### config.mk
export PLATFORM = sky130hd
export DESIGN_NAME = uart_fc
export DESIGN_NICKNAME = d
export VERILOG_FILES = /design/src/rtl/uart_fc_pkg.sv /design/src/rtl/uart_fc_fifo.sv /design/src/rtl/uart_fc_baud.sv /design/src/rtl/uart_fc_tx.sv /design/src/rtl/uart_fc_rx.sv /design/src/rtl/uart_fc.sv
export SDC_FILE = /design/constraint.sdc
export NUM_CORES = 1
export LEC_CHECK = 0
export BUFFER_PORTS_ARGS = -buffer_cell sky130_fd_sc_hd__buf_2
export CELL_PAD_IN_SITES_DETAIL_PLACEMENT = 1
export CELL_PAD_IN_SITES_GLOBAL_PLACEMENT = 1
export CORE_MARGIN = 1.5
export CORE_UTILIZATION = 58
export CTS_BUF_LIST = sky130_fd_sc_hd__clkbuf_16
export DETAILED_ROUTE_END_ITERATION = 8
export GPL_ROUTABILITY_DRIVEN = 0
export PLACE_DENSITY = 0.95
export SYNTH_ARGS = -nofsm -noshare
export SYNTH_HDL_FRONTEND = slang
export SYNTH_SLANG_ARGS = --single-unit
### constraint.sdc
create_clock -name clk -period 9.86 [get_ports clk]
set_input_delay 1.972 -clock clk [delete_from_list [all_inputs] [get_ports clk]]
set_output_delay 1.972 -clock clk [all_outputs]
set_load 0.005 [all_outputs]
### src/rtl/uart_fc_pkg.sv
package uart_fc_pkg;

    localparam int OSR    = 16;
    localparam int OSR_W  = $clog2(OSR);
    localparam int FRAC_W = 4;

    localparam logic [2:0] ADR_DATA   = 3'd0;
    localparam logic [2:0] ADR_CTRL   = 3'd1;
    localparam logic [2:0] ADR_DIV_LO = 3'd2;
    localparam logic [2:0] ADR_DIV_HI = 3'd3;
    localparam logic [2:0] ADR_FRAC   = 3'd4;
    localparam logic [2:0] ADR_STAT   = 3'd5;

    typedef enum logic [1:0] {TX_IDLE, TX_START, TX_DATA, TX_STOP} tx_state_t;
    typedef enum logic [1:0] {RX_IDLE, RX_START, RX_DATA, RX_STOP} rx_state_t;

    typedef struct packed {
        logic       pause;
        logic       cts_en;
        logic       rts_en;
        logic [1:0] trig_sel;
    } ctrl_t;

    function automatic logic [7:0] trig_level(input logic [1:0] sel);
        logic [7:0] lvl;
        unique case (sel)
            2'd0: lvl = 8'd1;
            2'd1: lvl = 8'd4;
            2'd2: lvl = 8'd8;
            default: lvl = 8'd14;
        endcase
        return lvl;
    endfunction

endpackage

### src/rtl/uart_fc_fifo.sv
module uart_fc_fifo #(
    parameter int W     = 8,
    parameter int DEPTH = 16,
    localparam int AW   = $clog2(DEPTH),
    localparam int CW   = $clog2(DEPTH + 1)
) (
    input  logic          clk,
    input  logic          rst_n,
    input  logic          push,
    input  logic [W-1:0]  din,
    input  logic          pop,
    output logic [W-1:0]  head,
    output logic [CW-1:0] level,
    output logic          full,
    output logic          empty
);
    logic [W-1:0]  mem [DEPTH];
    logic [AW-1:0] wr_q, rd_q;
    logic [CW-1:0] cnt_q;
    logic          do_push, do_pop;

    assign full    = (cnt_q == CW'(DEPTH));
    assign empty   = (cnt_q == '0);
    assign do_push = push && !full;
    assign do_pop  = pop && !empty;
    assign head    = mem[rd_q];
    assign level   = cnt_q;

    function automatic logic [AW-1:0] bump(input logic [AW-1:0] p);
        return (p == AW'(DEPTH - 1)) ? '0 : p + 1'b1;
    endfunction

    always_ff @(posedge clk) begin
        if (do_push) mem[wr_q] <= din;
    end

    always_ff @(posedge clk or negedge rst_n) begin
        if (!rst_n) begin
            wr_q  <= '0;
            rd_q  <= '0;
            cnt_q <= '0;
        end else begin
            if (do_push) wr_q <= bump(wr_q);
            if (do_pop)  rd_q <= bump(rd_q);
            unique case ({do_push, do_pop})
                2'b10:   cnt_q <= cnt_q + 1'b1;
                2'b01:   cnt_q <= cnt_q - 1'b1;
                default: cnt_q <= cnt_q;
            endcase
        end
    end

    // occupancy never exceeds the depth
    a_r4_level_bound: assert property (@(posedge clk) disable iff (!rst_n)
        cnt_q <= CW'(DEPTH));

    // a push into a full queue without a pop leaves the level unchanged
    a_r4_full_drop: assert property (@(posedge clk) disable iff (!rst_n)
        (full && push && !pop) |=> (cnt_q == CW'(DEPTH)));

    // simultaneous push and pop keep the level
    a_r12_push_pop_level: assert property (@(posedge clk) disable iff (!rst_n)
        (push && pop && !full && !empty) |=> (cnt_q == $past(cnt_q)));

endmodule

### src/rtl/uart_fc_baud.sv
module uart_fc_baud
    import uart_fc_pkg::*;
#(
    parameter int DIV_W = 16
) (
    input  logic              clk,
    input  logic              rst_n,
    input  logic [DIV_W-1:0]  div,
    input  logic [FRAC_W-1:0] mul,
    input  logic [FRAC_W-1:0] add,
    output logic              tick
);
    logic [DIV_W-1:0]  cnt_q;
    logic              stretch_q;
    logic [FRAC_W-1:0] acc_q;
    logic [DIV_W:0]    period;
    logic [FRAC_W:0]   sum;
    logic              frac_on;

    always_comb begin
        period  = ((div == '0) ? (DIV_W+1)'(1) : {1'b0, div}) + (DIV_W+1)'(stretch_q);
        tick    = ({1'b0, cnt_q} + (DIV_W+1)'(1)) >= period;
        frac_on = (mul != '0) && (add < mul);
        sum     = {1'b0, acc_q} + {1'b0, add};
    end

    always_ff @(posedge clk or negedge rst_n) begin
        if (!rst_n) begin
            cnt_q     <= '0;
            stretch_q <= 1'b0;
            acc_q     <= '0;
        end else if (tick) begin
            cnt_q <= '0;
            if (!frac_on) begin
                acc_q     <= '0;
                stretch_q <= 1'b0;
            end else if (sum >= {1'b0, mul}) begin
                acc_q     <= FRAC_W'(sum - {1'b0, mul});
                stretch_q <= 1'b1;
            end else begin
                acc_q     <= sum[FRAC_W-1:0];
                stretch_q <= 1'b0;
            end
        end else begin
            cnt_q <= cnt_q + 1'b1;
        end
    end

endmodule

### src/rtl/uart_fc_tx.sv
module uart_fc_tx
    import uart_fc_pkg::*;
(
    input  logic       clk,
    input  logic       rst_n,
    input  logic       tick,
    input  logic       have_data,
    input  logic [7:0] data,
    input  logic       pause,
    input  logic       cts_en,
    input  logic       cts_ok,
    output logic       pop,
    output logic       busy,
    output logic       txd
);
    localparam logic [OSR_W-1:0] LAST = OSR_W'(OSR - 1);

    tx_state_t        state_q, state_d;
    logic [OSR_W-1:0] tcnt_q, tcnt_d;
    logic [2:0]       bit_q, bit_d;
    logic [7:0]       sh_q, sh_d;
    logic             go;

    assign go = have_data && !pause && (!cts_en || cts_ok);

    always_ff @(posedge clk or negedge rst_n) begin
        if (!rst_n) begin
            state_q <= TX_IDLE;
            tcnt_q  <= '0;
            bit_q   <= '0;
            sh_q    <= '0;
        end else begin
            state_q <= state_d;
            tcnt_q  <= tcnt_d;
            bit_q   <= bit_d;
            sh_q    <= sh_d;
        end
    end

    always_comb begin
        state_d = state_q;
        tcnt_d  = tcnt_q;
        bit_d   = bit_q;
        sh_d    = sh_q;
        unique case (state_q)
            TX_IDLE: begin
                if (go) begin
                    sh_d    = data;
                    tcnt_d  = '0;
                    state_d = TX_START;
                end
            end
            TX_START: begin
                if (tick) begin
                    if (tcnt_q == LAST) begin
                        tcnt_d  = '0;
                        bit_d   = '0;
                        state_d = TX_DATA;
                    end else begin
                        tcnt_d = tcnt_q + 1'b1;
                    end
                end
            end
            TX_DATA: begin
                if (tick) begin
                    if (tcnt_q == LAST) begin
                        tcnt_d = '0;
                        sh_d   = sh_q >> 1;
                        if (bit_q == 3'd7) state_d = TX_STOP;
                        else               bit_d   = bit_q + 1'b1;
                    end else begin
                        tcnt_d = tcnt_q + 1'b1;
                    end
                end
            end
            TX_STOP: begin
                if (tick) begin
                    if (tcnt_q == LAST) state_d = TX_IDLE;
                    else                tcnt_d  = tcnt_q + 1'b1;
                end
            end
            default: state_d = TX_IDLE;
        endcase
    end

    always_comb begin
        pop  = (state_q == TX_IDLE) && go;
        busy = (state_q != TX_IDLE);
        unique case (state_q)
            TX_START: txd = 1'b0;
            TX_DATA:  txd = sh_q[0];
            default:  txd = 1'b1;
        endcase
    end

    // with CTS gating on and CTS inactive, the idle transmitter stays idle
    a_r8_cts_holds_idle: assert property (@(posedge clk) disable iff (!rst_n)
        (state_q == TX_IDLE && cts_en && !cts_ok) |=> (state_q == TX_IDLE));

    // a character in its data phase never falls back to idle
    a_r9_char_completes: assert property (@(posedge clk) disable iff (!rst_n)
        (state_q == TX_DATA) |=> (state_q != TX_IDLE));

    // pause keeps the idle transmitter idle
    a_r10_pause_holds: assert property (@(posedge clk) disable iff (!rst_n)
        (state_q == TX_IDLE && pause) |=> (state_q == TX_IDLE));

endmodule

### src/rtl/uart_fc_rx.sv
module uart_fc_rx
    import uart_fc_pkg::*;
(
    input  logic       clk,
    input  logic       rst_n,
    input  logic       tick,
    input  logic       rxd,
    output logic       push,
    output logic [7:0] data
);
    localparam logic [OSR_W-1:0] LAST = OSR_W'(OSR - 1);
    localparam logic [OSR_W-1:0] MID  = OSR_W'(OSR / 2 - 1);

    rx_state_t        state_q, state_d;
    logic [OSR_W-1:0] tcnt_q, tcnt_d;
    logic [2:0]       bit_q, bit_d;
    logic [7:0]       sh_q, sh_d;

    always_ff @(posedge clk or negedge rst_n) begin
        if (!rst_n) begin
            state_q <= RX_IDLE;
            tcnt_q  <= '0;
            bit_q   <= '0;
            sh_q    <= '0;
        end else begin
            state_q <= state_d;
            tcnt_q  <= tcnt_d;
            bit_q   <= bit_d;
            sh_q    <= sh_d;
        end
    end

    always_comb begin
        state_d = state_q;
        tcnt_d  = tcnt_q;
        bit_d   = bit_q;
        sh_d    = sh_q;
        unique case (state_q)
            RX_IDLE: begin
                if (tick && !rxd) begin
                    tcnt_d  = '0;
                    state_d = RX_START;
                end
            end
            RX_START: begin
                if (tick) begin
                    if (tcnt_q == MID) begin
                        tcnt_d = '0;
                        bit_d  = '0;
                        state_d = rxd ? RX_IDLE : RX_DATA;
                    end else begin
                        tcnt_d = tcnt_q + 1'b1;
                    end
                end
            end
            RX_DATA: begin
                if (tick) begin
                    if (tcnt_q == LAST) begin
                        tcnt_d = '0;
                        sh_d   = {rxd, sh_q[7:1]};
                        if (bit_q == 3'd7) state_d = RX_STOP;
                        else               bit_d   = bit_q + 1'b1;
                    end else begin
                        tcnt_d = tcnt_q + 1'b1;
                    end
                end
            end
            RX_STOP: begin
                if (tick) begin
                    if (tcnt_q == LAST) state_d = RX_IDLE;
                    else                tcnt_d  = tcnt_q + 1'b1;
                end
            end
            default: state_d = RX_IDLE;
        endcase
    end

    always_comb begin
        push = (state_q == RX_STOP) && tick && (tcnt_q == LAST) && rxd;
        data = sh_q;
    end

    // a start bit that is high again at its midpoint returns to idle
    a_r11_glitch_reject: assert property (@(posedge clk) disable iff (!rst_n)
        (state_q == RX_START && tick && tcnt_q == MID && rxd) |=> (state_q == RX_IDLE));

    // a byte is stored only on the stop-bit decision
    a_r3_store_from_stop: assert property (@(posedge clk) disable iff (!rst_n)
        push |=> (state_q == RX_IDLE));

endmodule

### src/rtl/uart_fc.sv
module uart_fc
    import uart_fc_pkg::*;
#(
    parameter int DEPTH     = 16,
    parameter int DIV_W     = 16,
    parameter int DIV_RESET = 1,
    localparam int CW       = $clog2(DEPTH + 1)
) (
    input  logic       clk,
    input  logic       rst_n,
    input  logic       reg_wr,
    input  logic       reg_rd,
    input  logic [2:0] reg_addr,
    input  logic [7:0] reg_wdata,
    output logic [7:0] reg_rdata,
    output logic       irq_rx,
    output logic       txd_o,
    input  logic       rxd_i,
    input  logic       cts_n_i,
    output logic       rts_n_o
);
    ctrl_t             ctrl_q;
    logic [DIV_W-1:0]  div_q;
    logic [FRAC_W-1:0] mul_q, add_q;
    logic [1:0]        rxd_sync, cts_sync;
    logic              tick;

    logic              tx_push, tx_pop, tx_full, tx_empty, tx_busy;
    logic [7:0]        tx_head;
    logic [CW-1:0]     tx_level;
    logic              rx_push, rx_pop, rx_full, rx_empty;
    logic [7:0]        rx_head, rx_byte;
    logic [CW-1:0]     rx_level;
    logic              at_trig;

    assign tx_push = reg_wr && (reg_addr == ADR_DATA);
    assign rx_pop  = reg_rd && (reg_addr == ADR_DATA);

    always_ff @(posedge clk or negedge rst_n) begin
        if (!rst_n) begin
            ctrl_q   <= '0;
            div_q    <= DIV_W'(DIV_RESET);
            mul_q    <= FRAC_W'(1);
            add_q    <= '0;
            rxd_sync <= 2'b11;
            cts_sync <= 2'b11;
        end else begin
            rxd_sync <= {rxd_sync[0], rxd_i};
            cts_sync <= {cts_sync[0], cts_n_i};
            if (reg_wr) begin
                unique case (reg_addr)
                    ADR_CTRL:   ctrl_q       <= ctrl_t'(reg_wdata[4:0]);
                    ADR_DIV_LO: div_q[7:0]   <= reg_wdata;
                    ADR_DIV_HI: div_q[DIV_W-1:8] <= reg_wdata[DIV_W-9:0];
                    ADR_FRAC: begin
                        mul_q <= reg_wdata[7:4];
                        add_q <= reg_wdata[3:0];
                    end
                    default: ;
                endcase
            end
        end
    end

    uart_fc_baud #(.DIV_W(DIV_W)) u_baud (
        .clk  (clk),
        .rst_n(rst_n),
        .div  (div_q),
        .mul  (mul_q),
        .add  (add_q),
        .tick (tick)
    );

    uart_fc_fifo #(.W(8), .DEPTH(DEPTH)) u_tx_fifo (
        .clk  (clk),
        .rst_n(rst_n),
        .push (tx_push),
        .din  (reg_wdata),
        .pop  (tx_pop),
        .head (tx_head),
        .level(tx_level),
        .full (tx_full),
        .empty(tx_empty)
    );

    uart_fc_fifo #(.W(8), .DEPTH(DEPTH)) u_rx_fifo (
        .clk  (clk),
        .rst_n(rst_n),
        .push (rx_push),
        .din  (rx_byte),
        .pop  (rx_pop),
        .head (rx_head),
        .level(rx_level),
        .full (rx_full),
        .empty(rx_empty)
    );

    uart_fc_tx u_tx (
        .clk      (clk),
        .rst_n    (rst_n),
        .tick     (tick),
        .have_data(!tx_empty),
        .data     (tx_head),
        .pause    (ctrl_q.pause),
        .cts_en   (ctrl_q.cts_en),
        .cts_ok   (!cts_sync[1]),
        .pop      (tx_pop),
        .busy     (tx_busy),
        .txd      (txd_o)
    );

    uart_fc_rx u_rx (
        .clk  (clk),
        .rst_n(rst_n),
        .tick (tick),
        .rxd  (rxd_sync[1]),
        .push (rx_push),
        .data (rx_byte)
    );

    always_comb begin
        at_trig = rx_level >= CW'(trig_level(ctrl_q.trig_sel));
        irq_rx  = at_trig;
        rts_n_o = ctrl_q.rts_en && at_trig;
        unique case (reg_addr)
            ADR_DATA:   reg_rdata = rx_head;
            ADR_CTRL:   reg_rdata = {3'b000, ctrl_q};
            ADR_DIV_LO: reg_rdata = div_q[7:0];
            ADR_DIV_HI: reg_rdata = 8'(div_q[DIV_W-1:8]);
            ADR_FRAC:   reg_rdata = {mul_q, add_q};
            ADR_STAT:   reg_rdata = 8'({rx_level, tx_empty && !tx_busy, tx_full, !rx_empty});
            default:    reg_rdata = 8'h00;
        endcase
    end

    // a full receive queue always meets any threshold
    a_r5_full_raises_irq: assert property (@(posedge clk) disable iff (!rst_n)
        rx_full |-> irq_rx);

    // auto-RTS with a full receive queue holds RTS inactive
    a_r7_rts_on_full: assert property (@(posedge clk) disable iff (!rst_n)
        (ctrl_q.rts_en && rx_full) |-> rts_n_o);

    // RTS is only ever driven inactive when auto-RTS is on
    a_r7_rts_needs_enable: assert property (@(posedge clk) disable iff (!rst_n)
        rts_n_o |-> ctrl_q.rts_en);

    // the transmit queue is not drained while the transmitter is mid-character
    a_r4_no_pop_while_busy: assert property (@(posedge clk) disable iff (!rst_n)
        tx_busy |-> !tx_pop);

endmodule

# Word level (Yosys, flattened, before mapping)
# Memory sizes are Yosys's and may differ from the RTL's.
# Index checks and enable logic that the tools add are counted.
# word_totals
ramBits	256
reg_bits	114
elab_cells	220
inputBits	17
n_memories	2
out_inout_bits	11
# mem_list
memory	words	word_bits	read_ports	rd_clocked_by_memory_dff	write_ports	line_no	source
u_rx_fifo.mem	16	8	1	0	1	uart_fc_fifo.sv:17	logic [W-1:0] mem [DEPTH];
u_tx_fifo.mem	16	8	1	0	1	uart_fc_fifo.sv:17	
# op_classes
muxes	68
add_sub_neg	17
n_lt_le_gt_ge	4
n_reduce_logical	53
n_eq_ne	49
# op_table
operator	n
$mux 4	18
$pmux 8 s6	1
$mux 2	17
$ne 2x1->1 const B	17
$mux 16	2
$mux 3	10
$add 4x1->4 const B	6
$eq 4x4->1 const B	6
$mux 8	3
$pmux 4 s3	2
$pmux 5 s2	2
$add 16x1->17 const B	1
$add 17x1->17	1
$ge 17x17->1	1
$add 16x1->16 const B	1
$logic_and 1x1->1	16
$logic_not 16->1	1
$pmux 2 s4	2
$pmux 4 s4	1
$pmux 8 s2	1
$reduce_and 8->1	2
$eq 2x2->1 const B	7
$eq 3x3->1 const B	4
$pmux 3 s2	2
other kinds (29)	67

# Longest topological paths before layout
# Gate-level depths: netlist of run 1.
# logic_depth
depth_word	10
depth_mapped	26
depth_no_buf	24

# Hierarchy
# From an unflattened synthesis of run 1, not the netlist that was laid out.
# unflattened
hier_cells	1160
area_unflattened_um2	17192.7
# by_module_without_submodules
mod	instances	seq_area_each_um2	cells_per_inst	area_per_inst_um2
uart_fc_fifo	2	4169.0	311	5765.5
uart_fc_baud	1	525.5	217	1988.2
uart_fc	1	833.3	144	1764.2
uart_fc_tx	1	425.4	97	1032.2
uart_fc_rx	1	425.4	80	877.1

# Worst setup path before layout of run 1
# Ideal clock, no wire load.
# synth_path
kind	input to output
start	input port reg_addr[0]
end	output port reg_rdata[4]
n_path_buf	2
required_ps	7888
arrival_time_ps	3123
setup_slack_ps	4765
stages	6
cell_sequence	clkbuf_1 > buf_1 > mux2i_1 > nor2_1 > a31oi_1 > o211ai_1
# synth_between
elab_chain_len	2
word_cells_on_any_way	7
cone_classes	eq/ne: 5; mux: 1; reduce/logical: 1
# synth_lines
element	line_no	source
start, declared	uart_fc.sv:13	input logic [2:0] reg_addr,
$eq 3x3->1, or another cell as far along	uart_fc.sv:125	unique case (reg_addr)
$pmux 8 s6 *	uart_fc.sv:125	
end, declared	uart_fc.sv:15	output logic [7:0] reg_rdata,
# Every way passes the cells marked *; elsewhere a longest branch is shown, timed or not.

# Worst setup path after layout of run 1
# layout_path
start	register div_q[1]
end	register u_rx_fifo.cnt_q[4], in the netlist u_rx_fifo.level[4]
# layout_between
elab_chain_len	10
word_cells_on_any_way	12
cone_classes	add/sub: 1; order compare: 1; eq/ne: 2; mux: 2; reduce/logical: 6
# layout_lines
element	line_no	source
start, declared	uart_fc.sv:23	logic [DIV_W-1:0] div_q;
start signal, assigned	uart_fc.sv:42	div_q <= DIV_W'(DIV_RESET);
start signal, assigned	uart_fc.sv:53	ADR_DIV_LO: div_q[7:0] <= reg_wdata;
start signal, assigned by index	uart_fc.sv:54	ADR_DIV_HI: div_q[DIV_W-1:8] <= reg_wdata[DIV_W-9:0];
$logic_not 16->1	uart_fc_baud.sv:21	period = ((div == '0) ? (DIV_W+1)'(1) : {1'b0, div}) + (DIV_W+1)'(stretch_q);
$mux 16 *	uart_fc_baud.sv:21	
$add 17x1->17 *	uart_fc_baud.sv:21	
$ge 17x17->1 *	uart_fc_baud.sv:22	tick = ({1'b0, cnt_q} + (DIV_W+1)'(1)) >= period;
$logic_and 1x1->1 * (3 in a row)	uart_fc_rx.sv:79	push = (state_q == RX_STOP) && tick && (tcnt_q == LAST) && rxd;
$logic_and 1x1->1 *	uart_fc_fifo.sv:24	assign do_push = push && !full;
$eq 2x1->1 / $eq 2x2->1 (equally long branches)	uart_fc_fifo.sv:45	unique case ({do_push, do_pop})
$pmux 5 s2 / $reduce_bool 2->1 (equally long branches)	-	
end signal, assigned	uart_fc_fifo.sv:46	2'b10: cnt_q <= cnt_q + 1'b1;
end signal, assigned	uart_fc_fifo.sv:47	2'b01: cnt_q <= cnt_q - 1'b1;
end signal, assigned	uart_fc_fifo.sv:48	default: cnt_q <= cnt_q;
end, declared	uart_fc_fifo.sv:19	logic [CW-1:0] cnt_q;
# Marks and branches as above.
# A chain may end at the register's enable or synchronous reset.

==> results of run 1 <==
-- flip-flops by register name, summed over array words and instances (netlist names), 5 cells and up, named ones only --
name	flops
u_rx_fifo.mem	128
u_tx_fifo.mem	128
div_q	16
u_baud.cnt_q	16
u_rx.data	8
u_tx.sh_q	8
ctrl_q	5
u_rx_fifo.level	5
u_tx_fifo.level	5
-- cell usage after synthesis, drive strengths merged (4+ instances only) --
| master | n |
|---|---|
| nor2 | 46 |
| buf | 18 |
| nand4 | 7 |
| dfstp | 6 |
| nand2 | 69 |
| o221ai | 13 |
| mux2i | 40 |
| o31ai | 4 |
| a211oi | 6 |
| nor4 | 8 |
| xnor2 | 24 |
| a31oi | 5 |
| and4 | 10 |
| ha | 63 |
| nor3b | 10 |
| clkbuf | 35 |
| nor4b | 7 |
| inv | 42 |
| xor2 | 22 |
| mux2 | 58 |
| dfrtp | 108 |
| o21ai | 30 |
| edfxtp | 256 |
| a21o | 14 |
| nand3 | 30 |
| nor3 | 7 |
| a21oi | 31 |
| and3 | 16 |
| nor2b | 5 |
| and2 | 30 |
| nand2b | 9 |
| mux4 | 66 |
| o211ai | 8 |
-- metrics by stage --
step	total power (uW)	hold WS, ns	utilization [%]	cells
floorplan	2948	0.3452	-	1135
global placement	3223	0.3463	60.86	1507
detailed placement	3360	0.3500	60.86	1507
CTS	5158	0.3633	65.81	1579
global route	5334	0.3664	65.81	1579
finish	5189	0.3598	65.81	1579
-- worst max-delay path by stage --
| stage | end | startpoint | cells past startpoint |
|---|---|---|---|
| 6_report | u_rx_fifo.level[4] | div_q[1] | 25 |
| 4_1_cts | u_rx_fifo.level[4] | div_q[1] | 25 |
| 3_3_place_gp | reg_rdata[6] | reg_addr[0] | 8 |
| 3_5_place_dp | u_rx_fifo.level[4] | div_q[1] | 25 |
| 2_1_floorplan | reg_rdata[4] | reg_addr[0] | 6 |
| 5_1_grt | u_rx_fifo.level[4] | div_q[1] | 25 |
-- cell type report --
cell class	instances	area [um2]	area share (%)
multi-input combinational	668	6123	32.24
timing repair buffer	41	242.7	1.278
tap	384	480.5	2.530
clock buffer	41	1026	5.403
clock inverter	31	402.9	2.121
inverter	44	165.2	0.8697
sequential	370	10550	55.55
-- layer usage --
metal	share of wire, %	vias to the layer above	track usage [%]
li1	-	4387	-
met1	35	5640	42.33
met2	51	767	60.82
met3	7.1	238	5.599
met4	6.1	0	18.64
met5	0	-	0
-- report_power, final --
part	internal [uW]	leakage (uW)	switching, uW	total (uW)
clock network	1020	0.000726	653	1670
registers	1790	0.00372	203	1990
logic	633	0.00264	897	1530
-- cells by family (layout without fill, tap and decap cells) --
| kind of cell | Yosys count | after routing |
|---|---|---|
| AO/OA/AOI/OAI | 134 | 134 |
| XOR/XNOR | 46 | 46 |
| buffers and inverters | 97 | 157 |
| multiplexers | 164 | 164 |
| flip-flops | 370 | 370 |
| adder cells (fa/ha/maj) | 66 | 66 |
| AND/OR/NAND/NOR | 258 | 258 |
==> results.json, run 1 <==
{
  "synth_compound_gate_area_share_pct": 5.415,
  "fin_area_mm2": 0.01899,
  "hold_viol_final": 0,
  "cts_buffers": 39,
  "post_cts_resized": 0,
  "cp_data_arrival_time_ns": 6.79,
  "synth_seq_area_share_pct": 61.86,
  "reg2reg_depth": 25,
  "io_pins": 28,
  "drc": 0,
  "synth-simple-area-share_pct": 7.984,
  "leakage_uw": 0.007088,
  "die_h_um": 174.5,
  "start_kind": "register",
  "grt-ovfl-total": 0,
  "ctsHoldBuffers": 0,
  "ir_worst_vdd_uv": 166.1,
  "yosysWarnings": 0,
  "synthDistinctLibCells": 65,
  "cp_common_cell": "ha_1",
  "setup_tns_ns": 0,
  "hold_end": "cts_sync[1]",
  "drv_cap": 0,
  "layout_commonest_cell": "edfxtp_1",
  "num-nets-final": 1247,
  "fin_ws_ns": 3.492,
  "tightest_slew_ns": 1.220,
  "cts_tree": "yes",
  "fill_cells": 2556,
  "fin_crit_ns": 6.368,
  "cp_num_buf_inv": 3,
  "power_density_mw_per_mm2": 273.2,
  "dp_slack_ns": 4.197,
  "synth_area_per_cell_um2": 15.02,
  "timing.reg2reg.setup_slack_ns": 3.49,
  "synth_area_leaders": "edfxtp_1 45%, dfrtp_1 16%, mux4_2 8.7%",
  "totalWireLength_mm": 51.55,
  "drt_iter0_markers": 1416,
  "postRouteAntennaNets": 0,
  "die_w_um": 174.5,
  "status": "complete, no violations",
  "rr_startpoint": "div_q[1]",
  "max_clock_freq_mhz": 157.0,
  "clock_path_buffers": 3,
  "hold-path-cell-count": 0,
  "h-tree-depth": 2,
  "clk_latency_ns": 0.55,
  "vias_per_cell": 6.987,
  "netlist_instances": 1135,
  "grt_usage_pct": 35.08,
  "cts_setup_buffers": 0,
  "post-dp-hpwl_mm": 28.65,
  "grt_max_degree": 73,
  "final_cell_mix": "256 x edfxtp_1, 106 x dfrtp_1, 69 x nand2_1",
  "synth.area.mux_share_pct": 15.07,
  "synth_top_cell_by_area": "edfxtp_1",
  "worstPathMaxFanout": 11,
  "postPlaceCellArea_mm2": 0.01756,
  "hp-start": "cts_sync[0]",
  "firstDrtPassIters": 8,
  "vias": 11030,
  "path_clk_slew_ns": 0.07,
  "area_growth_pct": 11.37,
  "synthArstFlopShare_pct": 30.81,
  "max_stage_delay_ns": 0.50,
  "crit_path_end_kind": "register",
  "r2r_end": "u_rx_fifo.level[4]",
  "synth_top_family_by_area": "multiplexers",
  "die-area_mm2": 0.03044,
  "rows": 62,
  "yosysTopAreaCellShare_pct": 45.08,
  "slew_violations": 0,
  "synth_nets": 1218,
  "skew_ns": 0.03786,
  "grt_pass1_wl_mm": 78.52,
  "synth_edf_count": 256,
  "port_buffers": 27,
  "synthXorXnorAreaFrac_pct": 2.363,
  "wire_per_inst_um": 32.65,
  "ys.flop_type": "edfxtp_1",
  "coreArea_mm2": 0.02886,
  "antenna_found_initial": 0,
  "critical-path-slowest-cell": "dfrtp_1",
  "grt_pass1_vias": 11980,
  "synthAdderAreaFrac_pct": 4.975,
  "rsz0062_at_grt": "no",
  "critPathTopFamily": "adder cells",
  "relSlewSlack_pct": 18.49,
  "cts_root_buffer": "clkbuf_16",
  "path_class": "register to register",
  "min_path_type": "register to register",
  "layout-drive-gt1-share_pct": 20.25,
  "syn_area_mm2": 0.01705,
  "setup-violations-final": 0,
  "start_util_pct": 59.09,
  "n_antenna_cell": 0,
  "crit_required_ns": 10.28,
  "ys_ff_latch": 370,
  "numClockSinks": 370,
  "period_share_pct": 64.58
}
Note: power is estimated with default switching activity, not from simulation.
==> run 2: changes to the inputs <==
--- a/config.mk
+++ b/config.mk
@@ -9,11 +9,11 @@
 export CELL_PAD_IN_SITES_DETAIL_PLACEMENT = 1
 export CELL_PAD_IN_SITES_GLOBAL_PLACEMENT = 1
 export CORE_MARGIN = 1.5
-export CORE_UTILIZATION = 58
+export CORE_UTILIZATION = 54
 export CTS_BUF_LIST = sky130_fd_sc_hd__clkbuf_16
 export DETAILED_ROUTE_END_ITERATION = 8
 export GPL_ROUTABILITY_DRIVEN = 0
-export PLACE_DENSITY = 0.95
+export PLACE_DENSITY = 0.91
 export SYNTH_ARGS = -nofsm -noshare
 export SYNTH_HDL_FRONTEND = slang
 export SYNTH_SLANG_ARGS = --single-unit
==> constraint.sdc (replaced) <==
create_clock -name clk -period 6.7 [get_ports clk]
set_input_delay 1.34 -clock clk [delete_from_list [all_inputs] [get_ports clk]]
set_output_delay 1.34 -clock clk [all_outputs]
set_load 0.005 [all_outputs]
==> run 2 against run 1 <==
Final area is 1.2% lower. Via count shrank 7.3%. First-iteration DRC count is 35% lower. Maximum frequency up 15%. Sequential share of layout area rose by 0.68 points. Clock-buffer cell count decreased by 1. Routed wire length down 15%. Register-to-register slack worse by 2.3 ns. Sequential cell count unchanged. Sequential power up 46%. Critical path depth unchanged. Critical endpoint unchanged.
==> results.json, run 2 (same netlist as run 1, synthesis figures left out) <==
{
  "firstDrtPassIters": 5,
  "postRouteAntennaNets": 0,
  "grt_max_degree": 63,
  "start_util_pct": 55.31,
  "leakage_uw": 0.007041,
  "power_density_mw_per_mm2": 373.3,
  "setup-violations-final": 0,
  "multi_input_area_mm2": 0.006131,
  "port_buffers": 27,
  "n_antenna_cell": 0,
  "vias": 10230,
  "die-area_mm2": 0.03265,
  "slew_violations": 0,
  "rsz0062_at_grt": "no",
  "wire_per_inst_um": 27.54,
  "hp-start": "rxd_sync[0]",
  "crit_required_ns": 7.13,
  "seq_area_mm2": 0.01055,
  "cp_common_cell": "ha_1",
  "final_cell_mix": "256 x edfxtp_1, 106 x dfrtp_1, 69 x nand2_1",
  "drt_iter0_markers": 917,
  "ctsHoldBuffers": 0,
  "worstPathMaxFanout": 11,
  "fin_crit_ns": 5.545,
  "coreArea_mm2": 0.03083,
  "fin_util_pct": 60.86,
  "grt_pass1_vias": 11340,
  "h-tree-depth": 2,
  "timing.reg2reg.setup_slack_ns": 1.16,
  "crit_path_end_kind": "register",
  "cts_setup_buffers": 0,
  "rr_startpoint": "div_q[1]",
  "hold_viol_final": 0,
  "die_w_um": 180.7,
  "relSlewSlack_pct": 10.40,
  "num-nets-final": 1246,
  "max_stage_delay_ns": 0.46,
  "die_h_um": 180.7,
  "tightest_slew_ns": 1.341,
  "ir_worst_vdd_uv": 293.4,
  "start_kind": "register",
  "fill_cells": 2808,
  "totalWireLength_mm": 43.79,
  "grt-ovfl-total": 0,
  "grt_usage_pct": 27.72,
  "fin_area_mm2": 0.01876,
  "endpoint": "u_rx_fifo.level[4]",
  "rows": 64,
  "grt_pass1_wl_mm": 68.42,
  "cts_tree": "yes",
  "drc": 0,
  "reg2reg_depth": 25,
  "cp_data_arrival_time_ns": 5.97,
  "period_share_pct": 82.75,
  "io_pins": 28,
  "layout_commonest_cell": "edfxtp_1",
  "clk_latency_ns": 0.55,
  "reg.largest.list": "u_rx_fifo.mem: 128 flops, u_tx_fifo.mem: 128 flops",
  "vias_per_cell": 6.431,
  "setup_tns_ns": 0,
  "postPlaceCellArea_mm2": 0.01758,
  "area_growth_pct": 10.03,
  "drv_cap": 0,
  "path_class": "register to register",
  "post_cts_resized": 0,
  "min_path_type": "register to register",
  "critical-path-slowest-cell": "dfrtp_1",
  "max_clock_freq_mhz": 180.4,
  "cts_buffers": 39,
  "clock_path_buffers": 3,
  "status": "complete, no violations",
  "path_clk_slew_ns": 0.06,
  "antenna_found_initial": 0,
  "startpoint": "div_q[1]",
  "numClockSinks": 370,
  "layout-drive-gt1-share_pct": 19.85,
  "r2r_end": "u_rx_fifo.level[4]",
  "post-dp-hpwl_mm": 28.09,
  "skew_ns": 0.03791,
  "cts_root_buffer": "clkbuf_16"
}
==> run 2: changes by cell type in the layout (fill, tap and decap cells not counted), moves of 2 or more <==
cell / delta
clkinv_2: +3
inv_6: +2
nor4b_2: +2
inv_1: +4
nor4b_1: -2
bufinv_16: -9
==> run 2: per-layer routing <==
| layer | track usage (%) | part of all wire, % | wire length [um] | vias up |
|---|---|---|---|---|
| met5 | 0 | 0 | 0 | - |
| li1 | - | - | - | 4396 |
| met2 | 48.43 | 52 | 22610 | 363 |
| met1 | 34.36 | 39 | 17020 | 5345 |
| met4 | 12.40 | 4.6 | 2016 | 0 |
| met3 | 4.112 | 4.9 | 2133 | 121 |
==> run 2: cell type report <==
type / count / area share [%]
well taps: 396 / 2.641
multi-input cells: 668 / 32.68
repair buffers: 40 / 1.254
inverters: 44 / 0.8803
clock buffers: 40 / 5.335
flip-flops and latches: 370 / 56.23
clock inverters: 32 / 0.9803
==> run 2: critical path: cells and delay by family (launching register included) <==
family	cells	cell delay [ns]
adders and majority gates	5	1.46
and+or+nand+nor	6	1.21
buffers and inverters	3	0.51
xor gates and xnor gates	3	0.51
DFF	1	0.46
AOI/OAI and AO/OA	8	1.29
==> run 2: report_power, final <==
| part | internal [uW] | switching [uW] | total (uW) |
|---|---|---|---|
| Sequential | 2630 | 274 | 2900 |
| Combinational | 928 | 1130 | 2060 |
| Clock | 1130 | 913 | 2040 |
| Total | 4680 | 2320 | 7000 |
==> run 2: worst min path at each step <==
| stage | end | slack, ns | cells past startpoint |
|---|---|---|---|
| after detailed placement | rxd_sync[1] | 0.35 | 0 |
| after CTS | rxd_sync[1] | 0.37 | 0 |
| after global routing | rxd_sync[1] | 0.37 | 0 |
| after floorplan | cts_sync[1] | 0.35 | 0 |
| after global placement | rxd_sync[1] | 0.35 | 0 |
| final | rxd_sync[1] | 0.37 | 0 |
==> run 2: stage by stage <==
stage          hold slack, ns  worst slack (ns)  power, uW  std cells
4_1_cts                0.3678             1.197       7023       1590
3_3_place_gp           0.3470             1.686       4767       1518
5_1_grt                0.3709            0.7498       7308       1590
6_report               0.3685             1.155       7004       1590
2_1_floorplan          0.3452             2.103       4358       1135
3_5_place_dp           0.3518             1.301       4944       1518
